File: config.mk
export PLATFORM = sky130hd
export DESIGN_NAME = nest_irq_arb
export DESIGN_NICKNAME = d
export VERILOG_FILES = /design/src/rtl/nest_irq_arb.sv
export SDC_FILE = /design/constraint.sdc
export NUM_CORES = 1
export LEC_CHECK = 0
export BUFFER_PORTS_ARGS = -buffer_cell sky130_fd_sc_hd__buf_2
export CAP_MARGIN = 5
export CORE_AREA = 2 2 507 509
export CTS_CLUSTER_SIZE = 20
export DETAILED_ROUTE_END_ITERATION = 6
export DIE_AREA = 0 0 509 511
export GPL_ROUTABILITY_DRIVEN = 0
export PLACE_DENSITY = 0.31
export SYNTH_ARGS = -nofsm -noshare
export SYNTH_HDL_FRONTEND = slang
export SYNTH_SLANG_ARGS = --single-unit
File: constraint.sdc
create_clock -name clk -period 144.1 [get_ports clk]
set_input_delay 21.615 -clock clk [delete_from_list [all_inputs] [get_ports clk]]
set_output_delay 21.615 -clock clk [all_outputs]
set_load 0.05 [all_outputs]
File: src/rtl/nest_irq_arb.sv
module nest_irq_arb #(
  parameter int NSRC  = 32,
  parameter int LW    = 3,
  parameter int VW    = 32,
  parameter int DEPTH = 8,
  localparam int SW = $clog2(NSRC),
  localparam int DW = $clog2(DEPTH + 1)
) (
  input  logic              clk,
  input  logic              rst_n,
  input  logic [NSRC-1:0]   src_pend,
  input  logic [NSRC-1:0]   src_en,
  input  logic [NSRC*LW-1:0] src_prio,
  input  logic [NSRC*VW-1:0] src_vec,
  input  logic [VW-1:0]     spur_vec,
  input  logic              vec_rd,
  input  logic              eoi_wr,
  output logic              irq_n,
  output logic [VW-1:0]     vec_data,
  output logic [NSRC-1:0]   src_ack,
  output logic [LW-1:0]     cur_lvl,
  output logic [SW-1:0]     cur_src,
  output logic [DW-1:0]     depth,
  output logic              stk_err
);

  logic [LW-1:0] stk_lvl [DEPTH];
  logic [SW-1:0] stk_src [DEPTH];
  logic [DW-1:0] sp;
  logic          win_v, qual, full;
  logic [SW-1:0] win_i;
  logic [LW-1:0] win_p;
  logic [NSRC-1:0] req;

  assign req   = src_pend & src_en;
  assign depth = sp;
  assign full  = (sp == DW'(DEPTH));

  always_comb begin
    win_v = 1'b0;
    win_i = '0;
    win_p = '0;
    for (int i = 0; i < NSRC; i++) begin
      if (req[i] && (!win_v || src_prio[i*LW +: LW] > win_p)) begin
        win_v = 1'b1;
        win_i = SW'(i);
        win_p = src_prio[i*LW +: LW];
      end
    end
  end

  always_comb begin
    cur_lvl = '0;
    cur_src = '0;
    for (int i = 0; i < DEPTH; i++) begin
      if (sp == DW'(i + 1)) begin
        cur_lvl = stk_lvl[i];
        cur_src = stk_src[i];
      end
    end
  end

  assign qual  = win_v && (sp == '0 || win_p > cur_lvl);
  assign irq_n = ~qual;

  always_ff @(posedge clk or negedge rst_n) begin
    if (!rst_n) begin
      for (int i = 0; i < DEPTH; i++) begin
        stk_lvl[i] <= '0;
        stk_src[i] <= '0;
      end
    end else if (vec_rd && qual && !full) begin
      for (int i = 0; i < DEPTH; i++) begin
        if (sp == DW'(i)) begin
          stk_lvl[i] <= win_p;
          stk_src[i] <= win_i;
        end
      end
    end
  end

  always_ff @(posedge clk or negedge rst_n) begin
    if (!rst_n) begin
      vec_data <= '0;
      src_ack  <= '0;
      sp       <= '0;
      stk_err  <= 1'b0;
    end else begin
      src_ack <= '0;
      if (vec_rd) begin
        if (qual && !full) begin
          vec_data <= src_vec[win_i*VW +: VW];
          src_ack  <= NSRC'(1) << win_i;
          sp       <= sp + DW'(1);
        end else begin
          vec_data <= spur_vec;
          if (qual) stk_err <= 1'b1;
        end
      end else if (eoi_wr) begin
        if (sp == '0) stk_err <= 1'b1;
        else          sp <= sp - DW'(1);
      end
    end
  end

endmodule


==> metrics, run 1 <==
post-route ant nets=0; most common cell in the synthesized netlist=nand2_1; maximum clock frequency=10.4 MHz; die area=260000 um2; vias in the first global route=29500; Avg WL per Cell=31.5 um; clk_skew=0.0374 ns; slowest CP cell=o2111ai_1; Mapped Cells=2927; Site Rows=186; slowest stage delay, CP=0.66 ns; Register Area=3330 um2; register bit total from synthesis=133; via-per-instance ratio=3.97; number of synthesized flops with an enable pin=0; status=finished, violations left; Synth Warn #=0; slew of the pin with the lowest slew margin=1.41 ns; DRC=1; proportion of layout cells with a drive suffix above 1=38.2%; top post-synthesis cells by count=nand2_1 (857), a31oi_1 (207), o21ai_0 (152); RSZ-0062 raised after global routing=no; GRT Total Usage=17.6%; Tmin final=96.38 ns; final setup TNS=0 ns; CP startpoint kind=input port; syn_nets=4224; count of different cell masters after synthesis=98; delay-heaviest family, CP=compound AO/OA/AOI/OAI gates; Iter 0 DRT Violations=2973; Crit path buffers/inverters=14; H-tree depth=4; Pre-Repair DR Iteration Count=7; main area contributors after synthesis=dfrtp_1 (17%), nand2_1 (17%), a31oi_1 (6.8%), ha_1 (5.1%), o221ai_1 (4.4%); Ports=1298; Sink Count=133; CTS Buffer Depth=2; Worst Path Arrival=74.76 ns; insertion delay to the later sink of the worst-skew pair=0.52 ns; CTS Buf Count=17; Rel. slew slack=5.68%; endpoints failing hold=0; Final setup viols=0; Die H=511 um; fill cell count=30300; failing checks=DRC; drt total wl=239000 um; Netlist Area Pre-Place=19100 um2; via count=30100; critical setup path kind=input port to output port; GRT overflow=0; Critical Path Fanout Max=12; Detailed Place HPWL=209000 um; Critical Path RT=122.49 ns; Max Slew Vio Count=0; CTS tree=yes; Clk Tree Root Cell=clkbuf_16; maxcap violations=0; cell mode on critical path=ha_1; top_reg_cell synth=dfrtp_1; mean post-synth cell area=6.51 um2; core area=255000 um2; Yosys top cell by area=dfrtp_1; Starting Density=7.47%; CP Capture Type=output port; die width=509 um; Final Cycle Share=66.9%; sequential area share after synthesis=17.5%; Worst-path clk slew=0.07 ns; Syn-to-layout area delta=59.0%; class of the worst hold path=flop to flop; Post-synth ARST share=100%; largest net degree at the start of global routing=76; hold-fix buffers at CTS=0; PostCTS Resize Cnt=0; post-CTS setup buffers=0; top cell type's share of synthesized area=17.5%; fin nets=5397; initial antenna violation count=199; multi-input logic area=14500 um2; Port Buf Inserts=1297; first-pass GRT wire length=303000 um
path summary, 6_finish.rpt:
kind | start | to | slack [ns] | depth (start not counted)
worst min register to register | stk_lvl[5] | stk_lvl[5] | 0.48 | 2
worst min-delay path | stk_lvl[5] | stk_lvl[5] | 0.48 | 2
worst max-delay path | src_pend[0] | irq_n | 47.72 | 246
min in group asynchronous | rst_n | src_ack[16] | 21.00 | 1
worst max register to register | depth[1] | vec_data[5] | 136.86 | 22
max in group asynchronous | rst_n | stk_lvl[15] | 121.17 | 3
per-stage QoR:
step / utilization [%] / area (um2) / hold slack [ns] / worst slack (ns) / std cells
floorplan: - / 19100 / 0.443 / 56.21 / 2927
global placement: 11.6 / 29500 / 0.457 / 50.60 / 7464
detailed placement: 11.6 / 29500 / 0.468 / 48.81 / 7464
CTS: 11.8 / 30100 / 0.484 / 48.66 / 7496
global route: 11.8 / 30200 / 0.505 / 42.91 / 7541
finish: 11.9 / 30300 / 0.480 / 47.72 / 7581
per-layer routing:
| layer | vias up | GRT usage (%) | share of wire [%] |
|---|---|---|---|
| li1 | 13200 | - | - |
| met1 | 14700 | 23.7 | 45 |
| met2 | 1709 | 27.4 | 44 |
| met3 | 350 | 4.36 | 7.6 |
| met4 | 80 | 5.51 | 3.2 |
| met5 | - | 0 | 0.22 |
state kept, by name (all words and copies together) (netlist names):
signal / count
depth: 4
src_ack: 32
stk_err: 1
stk_lvl: 24
stk_src: 40
vec_data: 32
cells by family (layout without fill, tap and decap cells):
kind of cell               after synthesis  after routing  share of synthesized area, %
muxes                                   68             68                          4.14
adders and majority gates               80             80                          5.21
other                                    0             84                             0
and+or+nand+nor                       1379           1379                          32.0
buffers and inverters                  311           1497                          7.00
AOI/OAI and AO/OA                      952            952                          34.0
DFF                                    133            133                          17.5
xor gates and xnor gates                 4              4                         0.184
area by class of cell:
class	count	share of cell area [%]
inverters	87	1.08
flip-flops and latches	133	11.0
clock inverters	14	0.429
well taps	3384	14.0
diodes	84	0.694
multi-input cells	2483	47.9
clock buffers	18	1.42
repair buffers	1378	23.5
placed cells by master, fill, tap and decap left out, types with 8 or more instances in the layout:
cell and instances:
a2111oi_0 27, a211o_1 10, a211oi_1 12, a21o_1 20, a21oi_1 132, a22oi_1 20
a31o_2 33, a31oi_1 204, and2_1 15, and3_1 38, buf_2 1296, buf_4 79
clkbuf_16 17, dfrtp_1 133, diode_2 84, ha_1 77, inv_1 87, mux2_2 60
nand2_1 856, nand3_1 144, nand4_1 38, nor2_1 108, nor2b_1 51, nor3_1 40
nor4_1 8, o2111ai_1 9, o211ai_1 43, o21a_1 21, o21ai_0 151, o21ai_1 26
o221ai_1 96, o22ai_1 47, o31ai_1 16, or3_1 17
tightest hold or removal path, stage by stage (launching register included):
cell and delay (ns):
dfrtp_1 0.34, nand2_1 0.05, o21ai_0 0.06
Power of run 1 is left out: the tool's default activity adds up to more than one toggle a clock period on the data nets, which glitch-free logic cannot reach.
==> inputs of run 2 (changes only) <==
clock period = 80.6 ns   (was 144.1 ns; I/O delays follow)
==> run 2 against run 1 <==
  * The flow now finishes without violations
  * Die area did not move
  * Cell area is essentially flat
  * Register-to-register slack worse by 64 ns
  * Final cell count decreased by 0.24%
  * Clock skew rose by 0.0019 ns
  * Critical path depth rose by 2
  * Via count down 0.19%
  * First-iteration DRC count rose by 2.8%
  * Flip-flop and latch count stayed put
  * Global-route usage barely moved
  * Hold slack improved by 0.00092 ns
==> metrics, run 2 (synthesized netlist as in run 1, its figures left out) <==
hold path endpoint=stk_src[6]; Worst Path Arrival=64.06 ns; Final Cycle Share=94.5%; Die H=511 um; Sink Count=133; hold-fix buffers at CTS=0; worst reg-to-reg path cell count=22; H-tree depth=4; proportion of layout cells with a drive suffix above 1=38.2%; die area=260000 um2; Port Buf Inserts=1297; Starting Density=7.47%; Clk Tree Root Cell=clkbuf_16; Final setup viols=0; Largest Register=stk_src; Avg WL per Cell=31.6 um; endpoints failing hold=0; GRT Total Usage=17.6%; maximum clock frequency=13.1 MHz; leading cell type in the layout, fill and taps excluded=buf_2; fill cell count=30300; slowest stage delay, CP=0.58 ns; class of the worst hold path=flop to flop; via count=30100; most frequent cells in the layout=buf_2 (1296), nand2_1 (856), a31oi_1 (204), o21ai_0 (150), nand3_1 (144); Syn-to-layout area delta=59.2%; DRC=0; Hold Crit Start=stk_src[6]; CTS Buffer Depth=2; maxcap violations=0; drt total wl=239000 um; critical setup path kind=input port to output port; CP Capture Type=output port; max reg flops=40; Tmin final=76.15 ns; Iter 0 DRT Violations=3057; first-pass GRT wire length=303000 um; insertion delay to the later sink of the worst-skew pair=0.53 ns; slowest CP cell=o41ai_1; Rel. slew slack=14.7%; fin nets=5396; Worst-path clk slew=0.07 ns; Ports=1298; Detailed Place HPWL=209000 um; Regs by FF count=stk_src x40, src_ack x32, vec_data x32; clk_skew=0.0392 ns; Site Rows=186; CP startpoint kind=input port; r2r startpoint=depth[1]; Worst R2R Setup Slack=73.32 ns; Max Slew Vio Count=0; via-per-instance ratio=3.97; cell mode on critical path=ha_1; CTS Buf Count=17; WHS Path Cells=2; GRT overflow=0; die width=509 um; Reg2Reg Capture Point=vec_data[10]; final setup TNS=0 ns; core area=255000 um2; Pre-Repair DR Iteration Count=5; CTS tree=yes; largest net degree at the start of global routing=86; slew of the pin with the lowest slew margin=1.27 ns; Critical Path Fanout Max=12; status=finished clean; Critical Path RT=68.51 ns; vias in the first global route=29300; RSZ-0062 raised after global routing=no; post-route ant nets=0; initial antenna violation count=195
-- run 2: changes by cell type in the layout (fill, tap and decap cells not counted), moves of 3 or more --
cell       delta
diode_2      -16
clkinv_4      +5
inv_6         -4
inv_8         -4
buf_4         -3
bufinv_16     +3
-- run 2: layout make-up --
cell class,instances,area (um2),area share [%]
tap,3384,4230,14.0
multi-input combinational,2483,14500,47.9
timing repair buffer,1377,7130,23.5
inverter,87,327,1.08
clock buffer,18,429,1.41
antenna,68,170,0.561
clock inverter,13,176,0.581
sequential,133,3330,11.0
-- run 2: worst max-delay path: cells and delay by family --
kind | cells | cell delay (ns)
buffers and inverters | 14 | 1.58
AND/OR/NAND/NOR | 64 | 10.53
adder cells (fa/ha/maj) | 35 | 10.01
AO/OA/AOI/OAI | 127 | 26.59
multiplexers | 8 | 3.16
-- run 2: layer usage --
metal	global-route usage (%)	routed length, um	up-vias
met4	4.20	6060	66
met3	4.56	19100	363
li1	-	-	13200
met5	0	405	-
met2	28.0	107000	1763
met1	23.5	106000	14600
-- run 2: worst max path at each step --
| stage | startpoint | end | slack, ns |
|---|---|---|---|
| floorplan | src_pend[0] | irq_n | 11.76 |
| global placement | src_pend[0] | irq_n | 6.15 |
| detailed placement | src_pend[0] | irq_n | 4.53 |
| CTS | src_pend[0] | irq_n | 4.34 |
| global route | src_pend[0] | irq_n | 0.007 |
| finish | src_pend[0] | irq_n | 4.45 |
-- run 2: metrics by stage --
step	std cells	utilization [%]	setup WS (ns)	hold WS (ns)	instance area, um2
after floorplan	2927	-	11.76	0.443	19100
after global placement	7462	11.6	6.15	0.458	29500
after detailed placement	7462	11.6	4.53	0.467	29500
after CTS	7493	11.8	4.34	0.483	30100
after global routing	7522	11.8	0.00693	0.497	30200
final	7563	11.9	4.45	0.481	30300
-- run 2: repair_timing --
item / 4_1_cts / 5_1_grt
setup buffers: 0 / 0
gates resized for setup: 0 / 5
endpoints found under the setup margin: 0 / 1
Power of run 2 is left out for the same reason.
